$ cat src/rtl/i2c_adr_pkg.sv
package i2c_adr_pkg;

    typedef enum logic [2:0] {
        S_IDLE,
        S_HDR,
        S_LOW,
        S_RHDR,
        S_ADDRD,
        S_SKIP
    } adr_state_e;

    typedef struct packed {
        logic gc;    // byte is the general-call value
        logic own7;  // bits 7..1 equal the 7-bit own address
        logic hdr;   // byte is the 10-bit header for the own address
        logic low;   // byte equals the low part of the 10-bit own address
        logic rw;    // direction bit of the byte
    } cmp_res_t;

endpackage

$ cat src/rtl/adr_cmp.sv
module adr_cmp
    import i2c_adr_pkg::*;
#(
    parameter int BYTE_W   = 8,
    parameter int ADDR10_W = 10
) (
    input  logic [BYTE_W-1:0]   byte_i,
    input  logic [ADDR10_W-1:0] own_addr_i,
    output cmp_res_t            res_o
);
    localparam int ADDR7_W = BYTE_W - 1;
    localparam int HI_W    = ADDR10_W - BYTE_W;
    localparam int PFX_W   = BYTE_W - 1 - HI_W;
    localparam logic [PFX_W-1:0] HDR_PFX = {{(PFX_W-1){1'b1}}, 1'b0};

    logic [ADDR7_W-1:0] eq7;
    logic [BYTE_W-1:0]  eql;

    // bitwise equality, one cell per address bit
    for (genvar i = 0; i < ADDR7_W; i++) begin : g_eq7
        assign eq7[i] = (byte_i[i+1] == own_addr_i[i]);
    end
    for (genvar j = 0; j < BYTE_W; j++) begin : g_eql
        assign eql[j] = (byte_i[j] == own_addr_i[j]);
    end

    logic own7_zero;
    logic pfx_ok;
    logic hi_ok;

    always_comb begin
        own7_zero = (own_addr_i[ADDR7_W-1:0] == '0);
        pfx_ok    = (byte_i[BYTE_W-1:BYTE_W-PFX_W] == HDR_PFX);
        hi_ok     = (byte_i[HI_W:1] == own_addr_i[ADDR10_W-1:BYTE_W]);
        res_o.gc   = (byte_i == '0);
        res_o.own7 = (&eq7) && !own7_zero;
        res_o.hdr  = pfx_ok && hi_ok;
        res_o.low  = &eql;
        res_o.rw   = byte_i[0];
    end

endmodule

$ cat src/rtl/adr_fsm.sv
module adr_fsm
    import i2c_adr_pkg::*;
(
    input  logic     clk,
    input  logic     rst_n,
    input  logic     start_i,
    input  logic     stop_i,
    input  logic     byte_vld_i,
    input  logic     mode10_i,
    input  logic     gc_en_i,
    input  cmp_res_t res_i,
    output logic     match_o,
    output logic     gcall_o,
    output logic     read_o,
    output logic     ack_vld_o,
    output logic     ack_o
);
    adr_state_e state_q, state_d;
    logic       armed_q, armed_d;
    logic       match_d, gcall_d, read_d, ack_vld_d, ack_d;

    always_comb begin
        state_d   = state_q;
        armed_d   = armed_q;
        match_d   = match_o;
        gcall_d   = gcall_o;
        read_d    = read_o;
        ack_vld_d = 1'b0;
        ack_d     = 1'b0;
        if (stop_i) begin
            state_d = S_IDLE;
            armed_d = 1'b0;
            match_d = 1'b0;
            gcall_d = 1'b0;
            read_d  = 1'b0;
        end else if (start_i) begin
            match_d = 1'b0;
            gcall_d = 1'b0;
            read_d  = 1'b0;
            if (state_q == S_ADDRD && armed_q) begin
                state_d = S_RHDR;
            end else begin
                state_d = S_HDR;
                armed_d = 1'b0;
            end
        end else if (byte_vld_i) begin
            unique case (state_q)
                S_HDR: begin
                    ack_vld_d = 1'b1;
                    if (res_i.gc && gc_en_i) begin
                        state_d = S_ADDRD;
                        gcall_d = 1'b1;
                        ack_d   = 1'b1;
                    end else if (!mode10_i && res_i.own7) begin
                        state_d = S_ADDRD;
                        match_d = 1'b1;
                        read_d  = res_i.rw;
                        ack_d   = 1'b1;
                    end else if (mode10_i && res_i.hdr && !res_i.rw) begin
                        state_d = S_LOW;
                        ack_d   = 1'b1;
                    end else begin
                        state_d = S_SKIP;
                    end
                end
                S_RHDR: begin
                    ack_vld_d = 1'b1;
                    if (res_i.gc && gc_en_i) begin
                        state_d = S_ADDRD;
                        gcall_d = 1'b1;
                        ack_d   = 1'b1;
                        armed_d = 1'b0;
                    end else if (mode10_i && res_i.hdr && res_i.rw) begin
                        state_d = S_ADDRD;
                        match_d = 1'b1;
                        read_d  = 1'b1;
                        ack_d   = 1'b1;
                    end else if (mode10_i && res_i.hdr) begin
                        state_d = S_LOW;
                        ack_d   = 1'b1;
                        armed_d = 1'b0;
                    end else begin
                        state_d = S_SKIP;
                        armed_d = 1'b0;
                    end
                end
                S_LOW: begin
                    ack_vld_d = 1'b1;
                    if (res_i.low) begin
                        state_d = S_ADDRD;
                        match_d = 1'b1;
                        read_d  = 1'b0;
                        ack_d   = 1'b1;
                        armed_d = 1'b1;
                    end else begin
                        state_d = S_SKIP;
                    end
                end
                S_IDLE, S_ADDRD, S_SKIP: begin
                    ack_vld_d = 1'b0;
                end
                default: begin
                    state_d = S_IDLE;
                end
            endcase
        end
    end

    // state register
    always_ff @(posedge clk) begin
        if (!rst_n) begin
            state_q <= S_IDLE;
            armed_q <= 1'b0;
        end else begin
            state_q <= state_d;
            armed_q <= armed_d;
        end
    end

    // output register
    always_ff @(posedge clk) begin
        if (!rst_n) begin
            match_o   <= 1'b0;
            gcall_o   <= 1'b0;
            read_o    <= 1'b0;
            ack_vld_o <= 1'b0;
            ack_o     <= 1'b0;
        end else begin
            match_o   <= match_d;
            gcall_o   <= gcall_d;
            read_o    <= read_d;
            ack_vld_o <= ack_vld_d;
            ack_o     <= ack_d;
        end
    end

    // own-address and general-call flags are exclusive
    p_flag_excl_r4: assert property (@(posedge clk) disable iff (!rst_n)
        $onehot0({match_o, gcall_o}));

    // a read direction only exists together with an own-address match
    p_read_needs_match_r2: assert property (@(posedge clk) disable iff (!rst_n)
        read_o |-> match_o);

    // a decision only follows a byte strobe
    p_ack_after_byte_r11: assert property (@(posedge clk) disable iff (!rst_n)
        ack_vld_o |-> $past(byte_vld_i));

    // ack request only together with a decision
    p_ack_qualified_r11: assert property (@(posedge clk) disable iff (!rst_n)
        ack_o |-> ack_vld_o);

    // STOP leaves the flags clear
    p_stop_clears_r9: assert property (@(posedge clk) disable iff (!rst_n)
        stop_i |=> !match_o && !gcall_o && !read_o);

    // START leaves the flags clear
    p_start_clears_r10: assert property (@(posedge clk) disable iff (!rst_n)
        (start_i && !stop_i) |=> !match_o && !gcall_o);

    // general call only rises while enabled
    p_gc_enabled_r4: assert property (@(posedge clk) disable iff (!rst_n)
        $rose(gcall_o) |-> $past(gc_en_i));

endmodule

$ cat src/rtl/i2c_addr_match.sv
module i2c_addr_match
    import i2c_adr_pkg::*;
#(
    parameter int BYTE_W   = 8,
    parameter int ADDR10_W = 10
) (
    input  logic                clk,
    input  logic                rst_n,
    input  logic                start_i,
    input  logic                stop_i,
    input  logic                byte_vld_i,
    input  logic [BYTE_W-1:0]   byte_i,
    input  logic                mode10_i,
    input  logic [ADDR10_W-1:0] own_addr_i,
    input  logic                gc_en_i,
    output logic                match_o,
    output logic                gcall_o,
    output logic                read_o,
    output logic                ack_vld_o,
    output logic                ack_o
);
    cmp_res_t cmp_res;

    adr_cmp #(
        .BYTE_W   (BYTE_W),
        .ADDR10_W (ADDR10_W)
    ) u_cmp (
        .byte_i     (byte_i),
        .own_addr_i (own_addr_i),
        .res_o      (cmp_res)
    );

    adr_fsm u_fsm (
        .clk        (clk),
        .rst_n      (rst_n),
        .start_i    (start_i),
        .stop_i     (stop_i),
        .byte_vld_i (byte_vld_i),
        .mode10_i   (mode10_i),
        .gc_en_i    (gc_en_i),
        .res_i      (cmp_res),
        .match_o    (match_o),
        .gcall_o    (gcall_o),
        .read_o     (read_o),
        .ack_vld_o  (ack_vld_o),
        .ack_o      (ack_o)
    );

endmodule

$ cat config.mk
export PLATFORM = sky130hd
export DESIGN_NAME = i2c_addr_match
export DESIGN_NICKNAME = d
export VERILOG_FILES = /design/src/rtl/i2c_adr_pkg.sv /design/src/rtl/adr_cmp.sv /design/src/rtl/adr_fsm.sv /design/src/rtl/i2c_addr_match.sv
export SDC_FILE = /design/constraint.sdc
export NUM_CORES = 1
export LEC_CHECK = 0
export ABC_AREA = 1
export CORE_MARGIN = 2
export CORE_UTILIZATION = 26
export DETAILED_ROUTE_END_ITERATION = 7
export SETUP_SLACK_MARGIN = 0.3
export SLEW_MARGIN = 0
export SYNTH_ARGS = -nofsm -noshare
export SYNTH_HDL_FRONTEND = slang
export SYNTH_SLANG_ARGS = --single-unit
$ cat constraint.sdc
create_clock -name clk -period 3.9 [get_ports clk]
set_input_delay 0.975 -clock clk [delete_from_list [all_inputs] [get_ports clk]]
set_output_delay 0.975 -clock clk [all_outputs]
set_load 0.01 [all_outputs]
; Word-level counts from Yosys, hierarchy flattened
; Cells that the tools add are included.
[totals]
romBits = 0
n_memories = 0
mem_bits_rw = 0
latchBits = 0
wordCells = 105
ff_bits = 9
[op_classes]
eq_ne = 31
bitwise = 2
order_cmp = 0
shifts = 0
mul = 0
n_mux = 36
n_reduce_logical = 29
div_mod_pow = 0
n_addsub = 0
[ops]
columns = operator, count
row1 = two-way mux 3 bit, 8
row2 = two-way mux 1 bit, 22
row3 = equality test 1 bit, 15
row4 = AND reduction 7 bit, 2
row5 = one-hot mux 3 bit (4 select lines), 1
row6 = != test 2 bit (second input constant), 5
row7 = one-hot mux 1 bit (3 select lines), 3
row8 = OR reduction 3 bit, 3
row9 = logical AND 1 bit, 8
row10 = zero test 8 bit, 1
row11 = AND reduction 8 bit, 1
row12 = zero test 7 bit, 1
row13 = equality test 3 x 2 -> 1 bit (second input constant), 2
row14 = equality test 3 bit (second input constant), 2
row15 = nonzero test 3 bit, 2
row16 = equality test 5 bit (second input constant), 1
row17 = AND reduction 5 bit, 1
row18 = != test 2 x 1 -> 1 bit (second input constant), 2
row19 = != test 4 x 3 -> 1 bit (second input constant), 1
row20 = OR reduction 2 bit, 2
row21 = OR reduction 4 bit, 1
row22 = equality test 3 x 1 -> 1 bit (second input constant), 1
row23 = zero test 1 bit, 3
row24 = zero test 3 bit, 1
row25 = other kinds (8), 9

; Longest topological paths before layout
[logic_depth]
ltp_word = 10
mapped_depth = 11

; By module
; From an unflattened synthesis, not the netlist that was laid out.
[unflattened]
hier_cells = 159
area_unflattened_um2 = 904.6
[modules_own_cells]
columns = mod, area_per_inst_um2, cells_per_inst, instances
row1 = adr_fsm, 599.3, 98, 1
row2 = adr_cmp, 305.3, 61, 1

; Worst setup path before layout
; OpenSTA, ideal clock, no wires.
[synth_timing]
path_kind = input port to flip-flop
startpoint = input port byte_i[6]
endpoint = register u_fsm.read_o
setup_ns = 0.064
stages = 10
slack_ns = 2.120
path_buffers = 0
t_arrival_ns = 1.716
cell_sequence = inv_1 > a21oi_1 > nand2_1 > nor2_1 > nand3_1 > nand2_1 > inv_1 > nor2_2 > nor2_1 > nor2_1
[synth_via]
elab_chain_len = 6
[synth_rtl]
columns = item, line_no
row1 = start: declaration, i2c_addr_match.sv:12  ; input logic [BYTE_W-1:0] byte_i,
row2 = equality test 1 bit or equality test 5 bit (tied branches), "adr_cmp.sv:21, adr_cmp.sv:33"
row3 = AND reduction 7 bit or logical AND 1 bit (tied branches), "adr_cmp.sv:36, adr_cmp.sv:37"
row4 = logical AND 1 bit (on tied branches), "adr_cmp.sv:36, adr_fsm.sv:73"
row5 = logical AND 1 bit (on tied branches), "adr_fsm.sv:54, adr_fsm.sv:73"
row6 = != test 2 x 1 -> 1 bit (no source line), --
row7 = AND reduction 7 bit (no source line) (*), --
row8 = end signal: assignment, adr_fsm.sv:131  ; read_o <= read_d;
row9 = end: declaration, adr_fsm.sv:14  ; output logic read_o,
; Every way passes the cells marked *; elsewhere a longest branch is shown, timed or not.
; A chain may end at the register's enable or synchronous reset.

; Final worst setup path
[layout_timing]
startpoint = input port byte_i[1]
endpoint = register u_fsm.state_q[0]
[layout_via]
elab_chain_len = 10
[layout_rtl]
columns = item, line_no
row1 = equality test 2 bit, adr_cmp.sv:34  ; hi_ok = (byte_i[HI_W:1] == own_addr_i[ADDR10_W-1:BYTE_W]);
row2 = logical AND 1 bit, adr_cmp.sv:37  ; res_o.hdr = pfx_ok && hi_ok;
row3 = logical AND 1 bit, "adr_fsm.sv:59, adr_fsm.sv:73, adr_fsm.sv:78"
row4 = logical AND 1 bit, adr_fsm.sv:59  ; end else if (mode10_i && res_i.hdr && !res_i.rw) begin
row5 = two-way mux 3 bit, adr_fsm.sv:59
row6 = two-way mux 3 bit, adr_fsm.sv:54  ; end else if (!mode10_i && res_i.own7) begin
row7 = two-way mux 3 bit, adr_fsm.sv:50  ; if (res_i.gc && gc_en_i) begin
row8 = one-hot mux 3 bit (4 select lines) (*), adr_fsm.sv:47  ; unique case (state_q)
row9 = two-way mux 3 bit (*), adr_fsm.sv:46  ; end else if (byte_vld_i) begin
row10 = two-way mux 3 bit (*), adr_fsm.sv:36  ; end else if (start_i) begin
row11 = end signal: assignment, adr_fsm.sv:115  ; state_q <= state_d;
row12 = end: declaration, adr_fsm.sv:18  ; adr_state_e state_q, state_d;
; Every way passes the cells marked *; elsewhere a longest branch is shown, timed or not. The select of a mux whose other input is x is not followed.

==> flow_metrics.tcl <==
set metrics [dict create \
    status "complete, no violations" \
    finalClockSkew_ns 0.000702 \
    min_to "u_fsm.match_o$_SDFFE_PP0P_" \
    r2r_end "u_fsm.read_o$_SDFFE_PP0P_" \
    finalWirelength_um 2090 \
    finalPower_mw 0.241 \
    detail_route.wl_per_cell_um 8.96 \
    cts.root.buffer_cell "clkbuf_4" \
    ys_types 22 \
    stdcell_area_sq_um 1250 \
    ys_ff_latch 9 \
    required_ns 4.06 \
    first_iter_violations 45 \
    crit_path_end_kind "register" \
    dpl_cell_area_sq_um 1230 \
    synth_async_sr_flop_share_pct 0 \
    synth_nets 179 \
    final_cells 233 \
    cp.depth 11 \
    path_buf_inv 3 \
    gp_congestion 0.827 \
    max_slew_margin_pct 77.3 \
    synth_flop_cell "dfxtp_1" \
    netlist_area_sq_um 880 \
    finalHoldViolations 0 \
    coreArea_sq_um 3280 \
    syn_avg_cell_area_sq_um 5.71 \
    finish.net_count 213 \
    cts_buffer_depth 2 \
    grt_max_degree 8 \
    cpMaxStageDelayCell "clkdlybuf4s50_1" \
    drive_gt1_share_pct 10.2 \
    worstMarginPinSlew_ns 0.340 \
    period_share_pct 58.7 \
    critPathKind "in -> reg" \
    fp.dieH_um 62.2 \
    track_usage_pct 11.4 \
    hp-class "reg -> reg" \
    dp.cells 229 \
    netlist_instances 154 \
    clk_latency_ns 0.26 \
    grt_pass1_wl_um 3630 \
    clock.fmax_mhz 437 \
    power_density_nw_per_um2 192 \
    cts_tree "done" \
    synth_warnings 0 \
    vias_per_cell 4.36 \
    start_util_pct 26.8 \
    crit_chain "clkdlybuf4s50_1 > inv_1 > nand2_1 > nand2_1 > nor2_1 > and2_1 > nor2_1 > a21oi_1 > nand3_1 > nand2_1 > inv_1" \
    crit_top_cell "nand2_1" \
    n_fill_cell 345 \
    r2r_setup_slack_ns 2.46 \
    worstHoldStart "u_fsm.match_o$_SDFFE_PP0P_" \
    yosys-top-cells-count "nand2_1, nor2_1, inv_1, nand3_1" \
    ir_worst_vdd_uv 58.9 \
    maxCapViolations 0 \
    postRouteAntennaNets 0 \
    rows 21 \
    timing.rr.start "u_fsm.state_q[2]$_SDFFE_PP0P_" \
    dieWidth_um 62.2 \
    drt-pass1-iter-count 4 \
    synth.most_common_cell "nand2_1" \
    hpwl_um 1800 \
    num_vias 1016 \
    r2r_cells 8 \
    p_leak_nw 0.535 \
    grt_overflow 0 \
    fin_setup_tns_ns 0 \
    hold_buffers 0 \
    die-area_sq_um 3860 \
    post_cts_buffers 0 \
    synth_top_area_share_pct 20.5 \
    syn2layout_area_growth_pct 42.5 \
    synth_seq_area_share_pct 20.5 \
    cts_sinks 9 \
    htree_num_levels 1 \
    cts_buffers 3 \
    rsz0062_at_grt "no" \
    arrival_ns 2.45 \
    ioPinCount 30 \
    grt_antenna_before_repair 0 \
    slowest_delay_ns 0.59 \
    first_global_vias 888 \
    min_period_ns 2.29 \
    yosys-top-cells-area "dfxtp_1, nand2_1, nor2_1" \
    drv_slew 0 \
    critical-path-top-delay-family "buffers and inverters" \
    setup_viol 0 \
    insertedDiodeCount 0 \
    synth_edf_count 0 \
    yosysTopAreaCell "dfxtp_1" \
    critical_path.max_fanout 5 \
    drc_errors 0 \
    port_buffers 29 \
    clk_pin_slew_worst_paths_ns 0.05 \
    cts_resized 0 \
    cp-start-kind "input port" \
    min_delay_path_depth 1 \
]
[layout make-up]
| class | instances | area, sq um | area share (%) |
|---|---|---|---|
| timing repair buffer | 29 | 290 | 23.2 |
| clock buffer | 4 | 26.3 | 2.10 |
| tap | 46 | 57.6 | 4.59 |
| sequential | 9 | 180 | 14.4 |
| inverter | 27 | 101 | 8.08 |
| multi-input combinational | 118 | 598 | 47.7 |
[sequential cells by signal, summed over array words and instances (netlist names)]
signal / flops
u_fsm.gcall_o: 1
u_fsm.ack_o: 1
u_fsm.state_q: 3
u_fsm.ack_vld_o: 1
u_fsm.read_o: 1
u_fsm.match_o: 1
u_fsm.armed_q: 1
[layer usage]
| metal | GRT usage, % | share of wire, % | vias up |
|---|---|---|---|
| met4 | 5.00 | 0 | 0 |
| met1 | 13.9 | 46 | 431 |
| met3 | 2.54 | 6.7 | 0 |
| met5 | 0 | 0 | - |
| li1 | - | - | 558 |
| met2 | 19.3 | 47 | 27 |
[how the worst max path moves through the flow]
stage | startpoint | end | slack (ns)
6_report | byte_i[1] | u_fsm.state_q[0]$_SDFFE_PP0P_ | 1.61
5_1_grt | byte_i[1] | u_fsm.state_q[0]$_SDFFE_PP0P_ | 1.46
4_1_cts | byte_i[1] | u_fsm.state_q[0]$_SDFFE_PP0P_ | 1.61
3_5_place_dp | byte_i[1] | u_fsm.state_q[0]$_SDFFE_PP0P_ | 1.33
3_3_place_gp | byte_i[1] | u_fsm.state_q[0]$_SDFFE_PP0P_ | 1.32
2_1_floorplan | byte_i[6] | u_fsm.read_o$_SDFFE_PP0P_ | 2.12
[per-stage QoR]
step	setup slack (ns)	util (%)	hold slack, ns
after floorplan	2.12	-	0.452
after global placement	1.32	37.4	0.455
after detailed placement	1.33	37.4	0.458
after CTS	1.61	38.2	0.474
after global routing	1.46	38.2	0.519
final	1.61	38.2	0.473
[cells in the final DEF, fill, tap and decap left out, drive strengths merged]
cell type,n
clkbuf,4
nand3,13
inv,27
o41ai,1
o21a,1
nor2,30
nand2,41
o21ai,2
a21oi,9
dfxtp,9
a31o,1
nor3,5
o22ai,1
clkdlybuf4s50,29
o21bai,1
xnor2,8
nand4,4
and2,1
[cells by family (layout without fill, tap and decap cells)]
family                 count (synthesis)  in the layout  share of synthesized area (%)
buffers and inverters                 27             60                           11.5
AND/OR/NAND/NOR                       94             94                           49.4
flip-flops                             9              9                           20.5
XOR/XNOR                               8              8                           7.97
AO/OA/AOI/OAI                         16             16                           10.7
[where the power goes]
part | switching, mW | internal [mW] | total, mW | leakage (nW)
clock | 0.0300 | 0.0393 | 0.0693 | 0.0150
combinational | 0.0374 | 0.0401 | 0.0775 | 0.447
sequential | 0.00125 | 0.0931 | 0.0944 | 0.0727
Power figures use the tool's default switching activity.
